$ cat config.mk
export PLATFORM = sky130hd
export DESIGN_NAME = bscan_intercept
export DESIGN_NICKNAME = d
export VERILOG_FILES = /design/src/rtl/bscan_pkg.sv /design/src/rtl/bscan_pad_cell.sv /design/src/rtl/bscan_chain.sv /design/src/rtl/bscan_intercept.sv
export SDC_FILE = /design/constraint.sdc
export NUM_CORES = 1
export LEC_CHECK = 0
export BUFFER_PORTS_ARGS = -buffer_cell sky130_fd_sc_hd__buf_2
export CORE_AREA = 8 8 58 60
export DETAILED_ROUTE_END_ITERATION = 7
export DIE_AREA = 0 0 66 68
export GPL_TIMING_DRIVEN = 0
export MAX_ROUTING_LAYER = met4
export PLACE_DENSITY = 0.77
export SYNTH_ARGS = -nofsm -noshare
export SYNTH_HDL_FRONTEND = slang
export SYNTH_SLANG_ARGS = --single-unit
export TNS_END_PERCENT = 20
$ cat constraint.sdc
create_clock -name tck -period 2.4 [get_ports tck]
set_input_delay 0.24 -clock tck [delete_from_list [all_inputs] [get_ports tck]]
set_output_delay 0.24 -clock tck [all_outputs]
set_load 0.05 [all_outputs]
$ cat src/rtl/bscan_pkg.sv
package bscan_pkg;

    typedef enum logic [1:0] {
        PAD_IN    = 2'd0,
        PAD_OUT   = 2'd1,
        PAD_TRI   = 2'd2,
        PAD_BIDIR = 2'd3
    } pad_kind_e;

    localparam int MAX_PADS      = 64;
    localparam int CELL_SLOT     = 6;

    function automatic int kind_wires(input logic [1:0] k);
        case (k)
            PAD_IN, PAD_OUT: return 1;
            PAD_TRI:         return 2;
            default:         return 3;
        endcase
    endfunction

    function automatic int pad_offset(input logic [2*MAX_PADS-1:0] kinds, input int idx);
        int acc;
        acc = 0;
        for (int i = 0; i < MAX_PADS; i++) begin
            if (i < idx) acc += 2 * kind_wires(kinds[2*i +: 2]);
        end
        return acc;
    endfunction

    function automatic logic [MAX_PADS-1:0] oe_mask(input logic [2*MAX_PADS-1:0] kinds);
        logic [MAX_PADS-1:0] m;
        for (int i = 0; i < MAX_PADS; i++) begin
            m[i] = (kinds[2*i +: 2] == PAD_TRI) || (kinds[2*i +: 2] == PAD_BIDIR);
        end
        return m;
    endfunction

endpackage

$ cat src/rtl/bscan_pad_cell.sv
module bscan_pad_cell
    import bscan_pkg::*;
#(
    parameter logic [1:0] KIND = PAD_BIDIR
) (
    input  logic                 scan_sel,
    input  logic                 core_out,
    input  logic                 core_oe,
    input  logic                 pad_in,
    input  logic [CELL_SLOT-1:0] hold_bits,
    output logic [CELL_SLOT-1:0] cap_bits,
    output logic                 core_in,
    output logic                 pad_out,
    output logic                 pad_oe
);
    localparam bit HAS_IN  = (KIND == PAD_IN) || (KIND == PAD_BIDIR);
    localparam bit HAS_OUT = (KIND != PAD_IN);
    localparam bit HAS_OE  = (KIND == PAD_TRI) || (KIND == PAD_BIDIR);
    localparam int W       = kind_wires(KIND);
    localparam int IX_IN   = 0;
    localparam int IX_OUT  = int'(HAS_IN);
    localparam int IX_OE   = int'(HAS_IN) + int'(HAS_OUT);

    logic unused_cell_inputs;
    assign unused_cell_inputs = ^{core_out, core_oe, pad_in};

    always_comb begin
        cap_bits = hold_bits;
        core_in  = 1'b0;
        pad_out  = 1'b0;
        pad_oe   = (KIND == PAD_OUT);
        if (HAS_IN) begin
            cap_bits[W + IX_IN] = pad_in;
            core_in = scan_sel ? hold_bits[IX_IN] : pad_in;
        end
        if (HAS_OUT) begin
            cap_bits[IX_OUT] = core_out;
            pad_out = scan_sel ? hold_bits[W + IX_OUT] : core_out;
        end
        if (HAS_OE) begin
            cap_bits[IX_OE] = core_oe;
            pad_oe = scan_sel ? hold_bits[W + IX_OE] : core_oe;
        end
    end

endmodule

$ cat src/rtl/bscan_chain.sv
module bscan_chain #(
    parameter int LEN = 14
) (
    input  logic           tck,
    input  logic           rst_n,
    input  logic           cap_dr,
    input  logic           shift_dr,
    input  logic           upd_dr,
    input  logic           tdi,
    input  logic [LEN-1:0] cap_vals,
    output logic [LEN-1:0] hold,
    output logic           tdo
);
    typedef struct packed {
        logic [LEN-1:0] sr;
        logic [LEN-1:0] hold;
    } chain_st_t;

    chain_st_t st_d, st_q;

    always_comb begin
        st_d = st_q;
        if (cap_dr) begin
            st_d.sr = cap_vals;
        end else if (shift_dr) begin
            st_d.sr = {tdi, st_q.sr[LEN-1:1]};
        end else if (upd_dr) begin
            st_d.hold = st_q.sr;
        end
    end

    always_ff @(posedge tck or negedge rst_n) begin
        if (!rst_n) st_q <= '0;
        else        st_q <= st_d;
    end

    assign hold = st_q.hold;
    assign tdo  = st_q.sr[0];

    p_capture_r3: assert property (@(posedge tck) disable iff (!rst_n)
        cap_dr |=> (st_q.sr == $past(cap_vals)));

    p_shift_r4: assert property (@(posedge tck) disable iff (!rst_n)
        (shift_dr && !cap_dr) |=> (tdo == $past(st_q.sr[1])));

    p_hold_steady_r5: assert property (@(posedge tck) disable iff (!rst_n)
        (!upd_dr || cap_dr || shift_dr) |=> $stable(hold));

    p_update_r5: assert property (@(posedge tck) disable iff (!rst_n)
        (upd_dr && !cap_dr && !shift_dr) |=> (hold == $past(st_q.sr)));

    p_priority_r8: assert property (@(posedge tck) disable iff (!rst_n)
        (cap_dr && shift_dr) |=> (st_q.sr == $past(cap_vals)));

endmodule

$ cat src/rtl/bscan_intercept.sv
module bscan_intercept
    import bscan_pkg::*;
#(
    parameter int                      NUM_PADS  = 4,
    parameter logic [2*NUM_PADS-1:0]   PAD_TYPES = 8'b11_10_01_00
) (
    input  logic                tck,
    input  logic                rst_n,
    input  logic                scan_sel,
    input  logic                cap_dr,
    input  logic                shift_dr,
    input  logic                upd_dr,
    input  logic                tdi,
    output logic                tdo,
    input  logic [NUM_PADS-1:0] core_out,
    input  logic [NUM_PADS-1:0] core_oe,
    output logic [NUM_PADS-1:0] core_in,
    input  logic [NUM_PADS-1:0] pad_in,
    output logic [NUM_PADS-1:0] pad_out,
    output logic [NUM_PADS-1:0] pad_oe
);
    localparam logic [2*MAX_PADS-1:0] KINDS_EXT = (2*MAX_PADS)'(PAD_TYPES);
    localparam int                    CHAIN_LEN = pad_offset(KINDS_EXT, NUM_PADS);
    localparam logic [MAX_PADS-1:0]   OE_ALL    = oe_mask(KINDS_EXT);
    localparam logic [NUM_PADS-1:0]   OE_PADS   = OE_ALL[NUM_PADS-1:0];

    logic [CHAIN_LEN-1:0] cap_vals;
    logic [CHAIN_LEN-1:0] hold;

    bscan_chain #(.LEN(CHAIN_LEN)) u_chain (
        .tck      (tck),
        .rst_n    (rst_n),
        .cap_dr   (cap_dr),
        .shift_dr (shift_dr),
        .upd_dr   (upd_dr),
        .tdi      (tdi),
        .cap_vals (cap_vals),
        .hold     (hold),
        .tdo      (tdo)
    );

    for (genvar g = 0; g < NUM_PADS; g++) begin : g_pad
        localparam logic [1:0] KIND = PAD_TYPES[2*g +: 2];
        localparam int         OFF  = pad_offset(KINDS_EXT, g);
        localparam int         NB   = 2 * kind_wires(KIND);

        logic [CELL_SLOT-1:0] hold_slot;
        logic [CELL_SLOT-1:0] cap_slot;

        for (genvar b = 0; b < CELL_SLOT; b++) begin : g_bit
            if (b < NB) begin : g_used
                assign hold_slot[b]    = hold[OFF + b];
                assign cap_vals[OFF+b] = cap_slot[b];
            end else begin : g_spare
                logic unused_cap;
                assign hold_slot[b] = 1'b0;
                assign unused_cap   = cap_slot[b];
            end
        end

        bscan_pad_cell #(.KIND(KIND)) u_cell (
            .scan_sel  (scan_sel),
            .core_out  (core_out[g]),
            .core_oe   (core_oe[g]),
            .pad_in    (pad_in[g]),
            .hold_bits (hold_slot),
            .cap_bits  (cap_slot),
            .core_in   (core_in[g]),
            .pad_out   (pad_out[g]),
            .pad_oe    (pad_oe[g])
        );
    end

    p_core_isolated_r6: assert property (@(posedge tck) disable iff (!rst_n)
        (scan_sel && $past(scan_sel) && !$past(upd_dr)) |-> $stable(core_in));

    p_pad_isolated_r6: assert property (@(posedge tck) disable iff (!rst_n)
        (scan_sel && $past(scan_sel) && !$past(upd_dr)) |-> ($stable(pad_out) && $stable(pad_oe)));

    p_reset_quiet_r7: assert property (@(posedge tck) disable iff (!rst_n)
        (!$past(rst_n) && scan_sel) |-> ((pad_oe & OE_PADS) == '0));

endmodule

==> impl_metrics.env <==
export IMPL_finalHoldViolCount=0
export IMPL_worstPathArrival_ns=1.34
export IMPL_clockBufferDepth=2
export IMPL_fp_coreArea_mm2=0.00257
export IMPL_cts_resized_gates=0
export IMPL_io_pins=32
export IMPL_min_path_type="primary input to flop"
export IMPL_avgSynthCellArea_um2=11.2
export IMPL_via_count=756
export IMPL_grt_pass1_vias=785
export IMPL_drt_iter0_markers=17
export IMPL_insertion_delay_ns=0.30
export IMPL_die_area_mm2=0.00449
export IMPL_fin_nets=145
export IMPL_power_density_mw_per_mm2=798
export IMPL_synthToLayoutAreaGrowth_pct=16.5
export IMPL_clock_tree_root_cell="clkbuf_4"
export IMPL_post_route_period_util_pct=65.9
export IMPL_grtUsageTotal_pct=10.4
export IMPL_totalPowerFinal_mw=1.02
export IMPL_synth_cell_area_mm2=0.00110
export IMPL_cp_max_fo=7
export IMPL_htree_levels=1
export IMPL_ys_top_cells_by_area="dfrtp_1 48%, mux2_2 14%, mux2i_1 13%"
export IMPL_dr_pass1_iters=4
export IMPL_ys_seq_area_share_pct=47.8
export IMPL_die_width_um=66
export IMPL_grt_max_degree=22
export IMPL_drcViolationCount=0
export IMPL_grt_first_pass_wirelength_um=3510
export IMPL_fmax_ghz=0.632
export IMPL_end_kind="primary output"
export IMPL_synth_seq_cells=21
export IMPL_layout_common_cells="21 x buf_2, 21 x dfrtp_1"
export IMPL_power_leakage_nw=0.656
export IMPL_wl_per_cell_um=14.2
export IMPL_skew_ns=0.00593
export IMPL_critPathCapture="pad_out[3]"
export IMPL_synth_top_cell_area_share_pct=47.8
export IMPL_netlist_instances=98
export IMPL_hpwlAfterDp_um=1600
export IMPL_synth_top_cell_by_area="dfrtp_1"
export IMPL_num_rows=19
export IMPL_clock_sinks=21
export IMPL_cp_start_kind="primary input"
export IMPL_status="complete, no violations"
export IMPL_r2r_slack_ns=1.60
export IMPL_antenna_found_initial=0
export IMPL_cts_tree="done"
export IMPL_via_per_inst=4.85
export IMPL_worstReg2RegStart="u_chain.st_q[26]"
export IMPL_reg2reg_to="u_chain.hold[12]"
export IMPL_io_buffer_count=19
export IMPL_hold_slack_ns=0.160
export IMPL_grt_overflow_total=0
export IMPL_ys_types=11
export IMPL_worstSetupStartpoint="scan_sel"
export IMPL_dieHeight_um=68
export IMPL_cts_setup_buffers=0
export IMPL_crit_required_ns=2.16
export IMPL_ys_warnings_count=0
export IMPL_start_util_pct=42.8
export IMPL_slew_violations=0
export IMPL_n_fill_cell=253
export IMPL_fin_crit_ns=1.58
export IMPL_tns_ns=0
export IMPL_wirelength_um=2210
export IMPL_layout_drive_gt1_share_pct=42.4
export IMPL_setup_viol=0
export IMPL_cp_slowest_stage_delay_ns=0.40
export IMPL_rr_worst_depth=1
export IMPL_antenna_left=0
export IMPL_antennaDiodeCount=0
export IMPL_path_clk_slew_ns=0.12
export IMPL_critPathKind="primary input to primary output"
export IMPL_place_congestion=0.761
export IMPL_rsz0062_at_grt="no"
export IMPL_vdd_drop_max_uv=389
export IMPL_critPathSlowestCell="mux2_2"
export IMPL_cts_made_buffers=3
export IMPL_maxCapViolCount=0
export IMPL_path_cells="clkbuf_1, mux2_2, buf_4, buf_2"
-- worst max-delay path, delay by kind of cell --
family,cells,cell delay (ns)
mux,1,0.40
buf+inv,3,0.70
-- timing repair --
action / in CTS / in global routing
hold endpoints to repair: 21 / 0
hold buffers: 1 / 0
setup endpoints to repair: 0 / 0
-- metal layers --
metal / global-route usage [%] / vias to the layer above / part of all wire, %
li1: - / 370 / -
met1: 12.0 / 368 / 47
met2: 16.8 / 16 / 48
met3: 1.64 / 2 / 4.3
met4: 6.40 / 0 / 1.4
met5: - / - / 0
-- registers in the layout, summed over array words and instances (netlist names) --
signal        count
u_chain.st_q     13
u_chain.hold      7
u_chain.tdo       1
-- worst min path at each step --
stage | startpoint | endpoint | slack (ns) | cells past startpoint
after floorplan | rst_n | u_chain.hold[0] | -0.06 | 0
after global placement | rst_n | u_chain.hold[8] | 0.21 | 1
after detailed placement | rst_n | u_chain.st_q[22] | 0.22 | 1
after CTS | core_out[3] | u_chain.st_q[23] | 0.16 | 3
after global routing | core_oe[3] | u_chain.st_q[24] | 0.17 | 3
final | core_oe[3] | u_chain.st_q[24] | 0.16 | 3
-- per-stage QoR --
stage | area [µm²] | cells | util (%) | worst slack (ns)
final | 1280 | 156 | 49.9 | 0.818
after floorplan | 1110 | 101 | - | 1.14
after CTS | 1280 | 156 | 49.9 | 0.823
after detailed placement | 1240 | 151 | 48.4 | 0.823
after global routing | 1280 | 156 | 49.9 | 0.781
after global placement | 1240 | 151 | 48.4 | 0.826
-- final cells by class --
type | count | area (µm²) | area share [%]
tap | 31 | 38.8 | 3.03
timing repair buffer | 20 | 105 | 8.21
buffer | 18 | 126 | 9.87
sequential | 21 | 526 | 41.1
multi-input combinational | 62 | 458 | 35.8
clock buffer | 4 | 26.3 | 2.05
-- power breakdown --
part / switching (mW) / internal (mW)
sequential: 0.0607 / 0.434
clock: 0.103 / 0.0647
combinational: 0.209 / 0.150
-- cell families after synthesis --
| family | after synthesis | share of synthesized area, % |
|---|---|---|
| simple gates | 15 | 6.49 |
| mux | 28 | 27.1 |
| flops | 21 | 47.8 |
| buf+inv | 18 | 11.5 |
| other cells | 2 | 0.684 |
| compound gates | 14 | 6.38 |
-- synthesized netlist by cell type, drive strengths merged --
library cell / count
nor3b: 1
mux2: 14
buf: 16
o21ai: 14
conb: 2
mux2i: 14
dfrtp: 21
clkbuf: 2
nand2: 14
No activity file was read; power rests on OpenSTA's default activity.
